**config.mk**
```make
export PLATFORM = sky130hd
export DESIGN_NAME = ptp_cap_unit
export DESIGN_NICKNAME = d
export VERILOG_FILES = /design/src/rtl/ptp_cap_pkg.sv /design/src/rtl/ptp_rx_classifier.sv /design/src/rtl/ptp_stamp_slot.sv /design/src/rtl/ptp_cap_unit.sv
export SDC_FILE = /design/constraint.sdc
export NUM_CORES = 1
export LEC_CHECK = 0
export ABC_AREA = 1
export BUFFER_PORTS_ARGS = -buffer_cell sky130_fd_sc_hd__buf_2
export CELL_PAD_IN_SITES_DETAIL_PLACEMENT = 1
export CELL_PAD_IN_SITES_GLOBAL_PLACEMENT = 1
export CORE_ASPECT_RATIO = 1.4
export CORE_MARGIN = 10
export CORE_UTILIZATION = 37
export DETAILED_ROUTE_END_ITERATION = 8
export GPL_ROUTABILITY_DRIVEN = 0
export HOLD_SLACK_MARGIN = 0.08
export PLACE_DENSITY_LB_ADDON = 0.1
export SYNTH_ARGS = -nofsm -noshare
export SYNTH_HDL_FRONTEND = slang
export SYNTH_SLANG_ARGS = --single-unit
```
**constraint.sdc**
```tcl
create_clock -name clk -period 2.15 [get_ports clk]
set_input_delay 0.215 -clock clk [delete_from_list [all_inputs] [get_ports clk]]
set_output_delay 0.215 -clock clk [all_outputs]
set_load 0.02 [all_outputs]
```
**src/rtl/ptp_cap_pkg.sv**
```systemverilog
package ptp_cap_pkg;
    typedef enum logic [2:0] {
        ST_IDLE, ST_ETH, ST_IP, ST_UDP, ST_PTP, ST_HIT, ST_SKIP
    } cls_state_t;

    typedef enum logic [1:0] {
        FLT_V1_L4  = 2'b00,
        FLT_V2_L2  = 2'b01,
        FLT_V2_L4  = 2'b10,
        FLT_V2_ANY = 2'b11
    } flt_mode_t;

    typedef enum logic [1:0] {
        RD_RX_LO = 2'd0, RD_RX_HI = 2'd1, RD_TX_LO = 2'd2, RD_TX_HI = 2'd3
    } rd_sel_t;

    typedef enum logic {SLOT_FREE, SLOT_HELD} slot_state_t;

    localparam logic [15:0] ETYPE_PTP    = 16'h88F7;
    localparam logic [15:0] ETYPE_IPV4   = 16'h0800;
    localparam logic [15:0] PTP_EVT_PORT = 16'd319;
    localparam logic [7:0]  IP_PROTO_UDP = 8'd17;
endpackage

```
**src/rtl/ptp_rx_classifier.sv**
```systemverilog
module ptp_rx_classifier
    import ptp_cap_pkg::*;
#(
    parameter int CNT_W       = 8,
    parameter int V1_CTRL_OFS = 32
) (
    input  logic        clk,
    input  logic        rst_n,
    input  flt_mode_t   mode,
    input  logic [23:0] match,
    input  logic        in_valid,
    input  logic        in_sof,
    input  logic        in_eof,
    input  logic [7:0]  in_data,
    output logic        frame_done,
    output logic        frame_hit
);
    localparam logic [CNT_W-1:0] CNT_MAX    = '1;
    localparam logic [CNT_W-1:0] IDX_TYPE_H = CNT_W'(12);
    localparam logic [CNT_W-1:0] IDX_TYPE_L = CNT_W'(13);
    localparam logic [CNT_W-1:0] L2_BASE    = CNT_W'(14);
    localparam logic [CNT_W-1:0] IDX_PROTO  = CNT_W'(23);
    localparam logic [CNT_W-1:0] UDP_LEN    = CNT_W'(8);
    localparam logic [CNT_W-1:0] V1_OFS     = CNT_W'(V1_CTRL_OFS);

    cls_state_t       state_q, state_d, cur, walk;
    logic [CNT_W-1:0] cnt_q, cnt_d, idx;
    logic [CNT_W-1:0] ipend_q, ipend_d, base_q, base_d;
    logic [CNT_W-1:0] rel_udp, rel_ptp;
    logic [7:0]       hold_q, hold_d;
    logic             done_d, hit_d;
    logic             l2_ok, l4_ok, is_v1;
    logic [15:0]      want_port;

    assign is_v1     = (mode == FLT_V1_L4);
    assign l2_ok     = (mode == FLT_V2_L2) || (mode == FLT_V2_ANY);
    assign l4_ok     = (mode != FLT_V2_L2);
    assign want_port = is_v1 ? match[23:8] : PTP_EVT_PORT;

    // next-state and field tracking
    always_comb begin
        state_d = state_q;
        cnt_d   = cnt_q;
        hold_d  = hold_q;
        ipend_d = ipend_q;
        base_d  = base_q;
        done_d  = 1'b0;
        hit_d   = 1'b0;
        idx     = in_sof ? '0 : cnt_q;
        cur     = in_sof ? ST_ETH : state_q;
        walk    = cur;
        rel_udp = idx - ipend_q;
        rel_ptp = idx - base_q;
        if (in_valid) begin
            unique case (cur)
                ST_ETH: begin
                    if (idx == IDX_TYPE_H) begin
                        hold_d = in_data;
                    end else if (idx == IDX_TYPE_L) begin
                        if ({hold_q, in_data} == ETYPE_PTP) begin
                            walk   = l2_ok ? ST_PTP : ST_SKIP;
                            base_d = L2_BASE;
                        end else if ({hold_q, in_data} == ETYPE_IPV4) begin
                            walk = l4_ok ? ST_IP : ST_SKIP;
                        end else begin
                            walk = ST_SKIP;
                        end
                    end
                end
                ST_IP: begin
                    if (idx == L2_BASE) begin
                        if (in_data[7:4] != 4'd4 || in_data[3:0] < 4'd5)
                            walk = ST_SKIP;
                        ipend_d = L2_BASE + CNT_W'({in_data[3:0], 2'b00});
                    end else if (idx == IDX_PROTO) begin
                        if (in_data != IP_PROTO_UDP)
                            walk = ST_SKIP;
                    end else if (idx == ipend_q - CNT_W'(1)) begin
                        walk = ST_UDP;
                    end
                end
                ST_UDP: begin
                    unique case (rel_udp[2:0])
                        3'd0, 3'd2: hold_d = in_data;
                        3'd1, 3'd3: begin
                            if ({hold_q, in_data} != want_port)
                                walk = ST_SKIP;
                        end
                        3'd7: begin
                            walk   = ST_PTP;
                            base_d = ipend_q + UDP_LEN;
                        end
                        default: ;
                    endcase
                end
                ST_PTP: begin
                    if (is_v1) begin
                        if (rel_ptp == V1_OFS)
                            walk = (in_data == match[7:0]) ? ST_HIT : ST_SKIP;
                    end else if (rel_ptp == '0) begin
                        if (in_data[3:0] > 4'd3)
                            walk = ST_SKIP;
                    end else if (rel_ptp == CNT_W'(1)) begin
                        walk = (in_data[3:0] == 4'd2) ? ST_HIT : ST_SKIP;
                    end
                end
                ST_IDLE, ST_HIT, ST_SKIP: ;
                default: walk = ST_SKIP;
            endcase
            cnt_d = (idx == CNT_MAX) ? idx : idx + CNT_W'(1);
            if (in_eof) begin
                done_d  = 1'b1;
                hit_d   = (walk == ST_HIT);
                state_d = ST_IDLE;
            end else begin
                state_d = walk;
            end
        end
    end

    // state register
    always_ff @(posedge clk) begin
        if (!rst_n) state_q <= ST_IDLE;
        else        state_q <= state_d;
    end

    // datapath and outputs
    always_ff @(posedge clk) begin
        if (!rst_n) begin
            cnt_q      <= '0;
            hold_q     <= '0;
            ipend_q    <= '0;
            base_q     <= '0;
            frame_done <= 1'b0;
            frame_hit  <= 1'b0;
        end else begin
            cnt_q      <= cnt_d;
            hold_q     <= hold_d;
            ipend_q    <= ipend_d;
            base_q     <= base_d;
            frame_done <= done_d;
            frame_hit  <= hit_d;
        end
    end
endmodule

```
**src/rtl/ptp_stamp_slot.sv**
```systemverilog
module ptp_stamp_slot
    import ptp_cap_pkg::*;
#(
    parameter int TW = 64
) (
    input  logic          clk,
    input  logic          rst_n,
    input  logic          cap_req,
    input  logic [TW-1:0] cap_time,
    input  logic          rel_req,
    output logic [TW-1:0] stamp,
    output logic          held,
    output logic          took
);
    slot_state_t st_q, st_d;
    logic        grab;

    always_comb begin
        st_d = st_q;
        unique case (st_q)
            SLOT_FREE: if (cap_req) st_d = SLOT_HELD;
            SLOT_HELD: if (rel_req) st_d = SLOT_FREE;
            default:   st_d = SLOT_FREE;
        endcase
    end

    assign grab = (st_q == SLOT_FREE) && cap_req;
    assign held = (st_q == SLOT_HELD);

    always_ff @(posedge clk) begin
        if (!rst_n) st_q <= SLOT_FREE;
        else        st_q <= st_d;
    end

    always_ff @(posedge clk) begin
        if (!rst_n) begin
            stamp <= '0;
            took  <= 1'b0;
        end else begin
            took <= grab;
            if (grab) stamp <= cap_time;
        end
    end
endmodule

```
**src/rtl/ptp_cap_unit.sv**
```systemverilog
module ptp_cap_unit
    import ptp_cap_pkg::*;
#(
    parameter int TW          = 64,
    parameter int CNT_W       = 8,
    parameter int V1_CTRL_OFS = 32
) (
    input  logic          clk,
    input  logic          rst_n,
    input  logic [TW-1:0] time_now,
    input  logic          rx_en,
    input  logic [1:0]    rx_mode,
    input  logic [23:0]   rx_match,
    input  logic          rx_valid,
    input  logic          rx_sof,
    input  logic          rx_eof,
    input  logic [7:0]    rx_data,
    input  logic          tx_en,
    input  logic          tx_sof,
    input  logic          tx_mark,
    input  logic          rd_en,
    input  logic [1:0]    rd_addr,
    output logic [TW/2-1:0] rd_data,
    output logic          rx_ts_flag,
    output logic          rx_stamp_vld,
    output logic          tx_stamp_vld
);
    localparam int HALF  = TW / 2;
    localparam int LANES = 2;
    localparam int RX    = 0;
    localparam int TX    = 1;

    logic [TW-1:0]    sof_time_q;
    logic             cls_done, cls_hit;
    logic [LANES-1:0] cap_req, rel_req, held, took;
    logic [TW-1:0]    cap_time   [LANES];
    logic [TW-1:0]    slot_stamp [LANES];
    rd_sel_t          sel;

    assign sel = rd_sel_t'(rd_addr);

    always_ff @(posedge clk) begin
        if (!rst_n)                  sof_time_q <= '0;
        else if (rx_valid && rx_sof) sof_time_q <= time_now;
    end

    ptp_rx_classifier #(.CNT_W(CNT_W), .V1_CTRL_OFS(V1_CTRL_OFS)) u_cls (
        .clk        (clk),
        .rst_n      (rst_n),
        .mode       (flt_mode_t'(rx_mode)),
        .match      (rx_match),
        .in_valid   (rx_valid),
        .in_sof     (rx_sof),
        .in_eof     (rx_eof),
        .in_data    (rx_data),
        .frame_done (cls_done),
        .frame_hit  (cls_hit)
    );

    assign cap_req[RX]  = cls_done && cls_hit && rx_en;
    assign cap_time[RX] = sof_time_q;
    assign rel_req[RX]  = rd_en && (sel == RD_RX_HI);
    assign cap_req[TX]  = tx_sof && tx_mark && tx_en;
    assign cap_time[TX] = time_now;
    assign rel_req[TX]  = rd_en && (sel == RD_TX_HI);

    for (genvar g = 0; g < LANES; g++) begin : g_slot
        ptp_stamp_slot #(.TW(TW)) u_slot (
            .clk      (clk),
            .rst_n    (rst_n),
            .cap_req  (cap_req[g]),
            .cap_time (cap_time[g]),
            .rel_req  (rel_req[g]),
            .stamp    (slot_stamp[g]),
            .held     (held[g]),
            .took     (took[g])
        );
    end

    assign rx_ts_flag   = took[RX];
    assign rx_stamp_vld = held[RX];
    assign tx_stamp_vld = held[TX];

    always_comb begin
        unique case (sel)
            RD_RX_LO: rd_data = slot_stamp[RX][HALF-1:0];
            RD_RX_HI: rd_data = slot_stamp[RX][TW-1:HALF];
            RD_TX_LO: rd_data = slot_stamp[TX][HALF-1:0];
            RD_TX_HI: rd_data = slot_stamp[TX][TW-1:HALF];
            default:  rd_data = '0;
        endcase
    end
endmodule

```
==> key figures <==
Pwr
  • Total power draw: 9.89 mW
  • PwrDens: 703 nW/um2
  • Logic pwr share: 10.3%
  • Leakage: 6.39 nW
  • Worst vdd ir: 604 uV
  • P_int: 7.42 mW
  • Clk pwr share: 44.6%
  • NetSw: 2.47 mW
  • Net Sw Frac: 25.0%
  • Reg power frac: 45.2%

Synthesis
  • Avg Cell Area, Syn: 6.93 um2
  • Synth Cell Area: 10600 um2
  • Count leader, synth: nor2_1
  • Warnings from Yosys: 0
  • Cell taking the most area after synthesis: dfxtp_1
  • Number of synthesized flops with an enable pin: 0
  • Seq/Total Area, Yosys: 43.4%
  • Post-synth ARST share: 0%
  • Synthesized Nets: 1653
  • Primary FF master, synth: dfxtp_1
  • Post-Syn Instances: 1526
  • Ranking of synthesized cells by area: dfxtp_1 43%, nor2_1 16%, o21ai_0 10%, nand2_1 8.1%, clkbuf_1 2.9%
  • Commonest cells in the netlist: 444 x nor2_1, 229 x dfxtp_1, 228 x nand2_1
  • Post-synth cell types: 40
  • Top-area cell type share of the netlist area: 43.4%
  • Synth Register Bits: 229

Timing
  • F_max: 436 MHz
  • Final Max Slew Viols: 0
  • Endpoints failing setup: 3
  • Setup WS post-layout: -0.142 ns
  • Final setup skew: 0.0128 ns
  • RSZ-0062 raised after global routing: true
  • Fin crit share: 107%
  • Relative slew margins: 48.1%
  • Setup_tns: -0.365 ns
  • Tightest Pin Transition: 0.779 ns
  • Hold WS: 0.101 ns
  • Post-layout min period: 2.29 ns
  • Hold Vio Cnt, Final: 0

Route
  • DR vias/cell: 5.07
  • Antenna-violating nets left: 0
  • DRC Markers: 0
  • First-pass iteration count of the detailed router: 5
  • 1st-iter DRT viols: 409
  • Routed vias: 10963
  • Avg WL per Cell: 17.6 um
  • Total wire length: 38.2 mm

Clock network
  • CTS sink cnt: 229
  • CTS tree: built
  • CTS clk-pin slew, worst paths: 0.06 ns
  • CTS max path bufs: 3
  • Root Driver: clkbuf_16
  • H-tree levels: 1
  • Clk Latency, worst-skew pair: 0.53 ns
  • CTS Buf Count: 25

Worst setup path
  • Crit end category: flop
  • Arr. time, crit path: 2.75 ns
  • Reg2reg end: u_cls.frame_hit
  • Worst R2R Start: u_cls.base_q[1]
  • Worst setup path category: reg -> reg
  • Crit path launch type: flop
  • Worst path required time: 2.61 ns
  • R2r worst-path depth: 20
  • Reg2reg setup slack: -0.14 ns
  • Max FO, Critical Path: 4
  • Setup crit end: u_cls.frame_hit
  • CP Launch Point: u_cls.base_q[1]

Floorplan
  • Core ar.: 28300 um2
  • I/O pins: 145
  • Die Height: 220 um
  • Core Rows: 73
  • Initial Util: 37.3%
  • Die area: 35800 um2
  • Die width: 163 um

Placement
  • Hpwl dp: 24.8 mm
  • IO Port Bufs: 144

Final layout
  • Layout Nets: 1897
  • Fillcell total: 3596
  • Synthesis-to-finish area growth: 32.9%
  • Layout cells sized above 1: 20.8%

Flow run
  • Max Cap Violations: 0

Global route
  • Global-route wire length before repair: 60.3 mm
  • Largest net degree at the start of global routing: 96
  • GR Util All Layers: 20.7%
  • Total grt overflow: 0
  • Vias in the first global route: 11619
  • Initial antenna violation count: 2

Worst hold path
  • Worst min path class: in -> reg
  • Hold Path Origin: rx_data[4]

Outcome
  • Violations in the final reports: negative setup slack
  • Status: finished, violations left
[cell type report]
cell class	instances	area, um2	share of cell area (%)
Sequential cell	229	4590	32.6
Multi-Input combinational cell	1125	5570	39.6
Timing Repair Buffer	304	2250	16.0
Clock buffer	34	729	5.19
Antenna cell	2	5.00	0.0356
Clock inverter	10	110	0.783
Inverter	85	337	2.39
Tap cell	375	469	3.34
[cell usage in the layout, fill, tap and decap left out, types with 14 or more instances in the layout]
master         instances
nand3_1               34
buf_2                143
clkbuf_16             25
nor3_1                14
inv_1                 67
nand2_1              213
a21oi_1               19
nor2_1               435
dlygate4sd3_1         72
nand4_1               42
xor2_1                26
o21ai_0              211
buf_4                 77
dfxtp_1              225
nand2_2               18
[flip-flops by register name (all words and copies together), names as in the netlist]
signal / flops
g_slot.u_slot.stamp: 128
g_slot.u_slot.held: 2
sof_time_q: 64
u_cls.hold_q: 8
u_cls.ipend_q: 6
u_cls.cnt_q: 8
u_cls.state_q: 3
g_slot.u_slot.took: 1
u_cls.base_q: 7
u_cls.frame_done: 1
u_cls.frame_hit: 1
[worst min-delay path by stage]
stage / to / cells past startpoint / slack [ns]
3_3_place_gp: g_slot[1].u_slot.stamp[53] / 3 / 0.45
2_1_floorplan: u_cls.ipend_q[2] / 1 / 0.30
3_5_place_dp: g_slot[1].u_slot.stamp[18] / 3 / 0.46
4_1_cts: u_cls.hold_q[6] / 3 / 0.08
6_report: u_cls.hold_q[4] / 3 / 0.10
5_1_grt: u_cls.hold_q[2] / 3 / 0.13
[power by group through the flow]
stage / Combinational (mW) / Clock (mW) / Sequential (mW)
after floorplan: 0.490 / 0 / 4.54
after global placement: 0.874 / 0 / 4.55
after detailed placement: 0.891 / 0 / 4.56
after CTS: 1.00 / 4.51 / 4.47
after global routing: 1.13 / 4.66 / 4.48
final: 1.02 / 4.41 / 4.47
[cells by family after synthesis]
logic type,share of synthesized area (%)
simple gates,32.1
xor+xnor,3.06
fa+ha+maj,2.01
compound gates,13.1
flops,43.4
buf+inv,6.33
[through the flow]
stage | setup slack [ns] | util [%] | std cells | instance area [um2]
floorplan | 0.00708 | - | 1526 | 10600
global placement | -0.202 | 43.1 | 2039 | 12200
detailed placement | -0.330 | 43.1 | 2039 | 12200
CTS | -0.150 | 48.9 | 2157 | 13800
global route | -0.316 | 49.6 | 2163 | 14100
finish | -0.142 | 49.6 | 2164 | 14100
[per-layer routing]
metal	track usage, %	routed length, um	vias up
met5	0	0	-
met4	7.17	1260	0
met3	3.19	1430	75
met2	38.9	19900	210
met1	22.9	15500	5279
li1	-	-	5399
[what timing repair did]
| action | in CTS | in global routing |
|---|---|---|
| pin swaps | 17 | 24 |
| gates resized for setup | 24 | 38 |
| endpoints found under the hold margin | 142 | 0 |
| hold buffers | 72 | 0 |
| setup buffers | 2 | 6 |
| endpoints found under the setup margin | 10 | 29 |
[worst max-delay path: stages (launching register included)]
cell	delay (ns)
dfxtp_1	0.47
ha_4	0.19
inv_4	0.04
ha_4	0.14
inv_2	0.06
nand2_2	0.07
nand2_2	0.07
nand2_4	0.07
nand2_2	0.08
nand2_1	0.06
nand2_1	0.07
nand2_2	0.07
nor2_4	0.13
nand3_2	0.09
nand2_1	0.08
nand3_1	0.07
nand2_1	0.08
nand2_1	0.05
nand2_1	0.07
nand2_2	0.07
nor3b_2	0.17
Note: power is estimated with default switching activity, not from simulation.
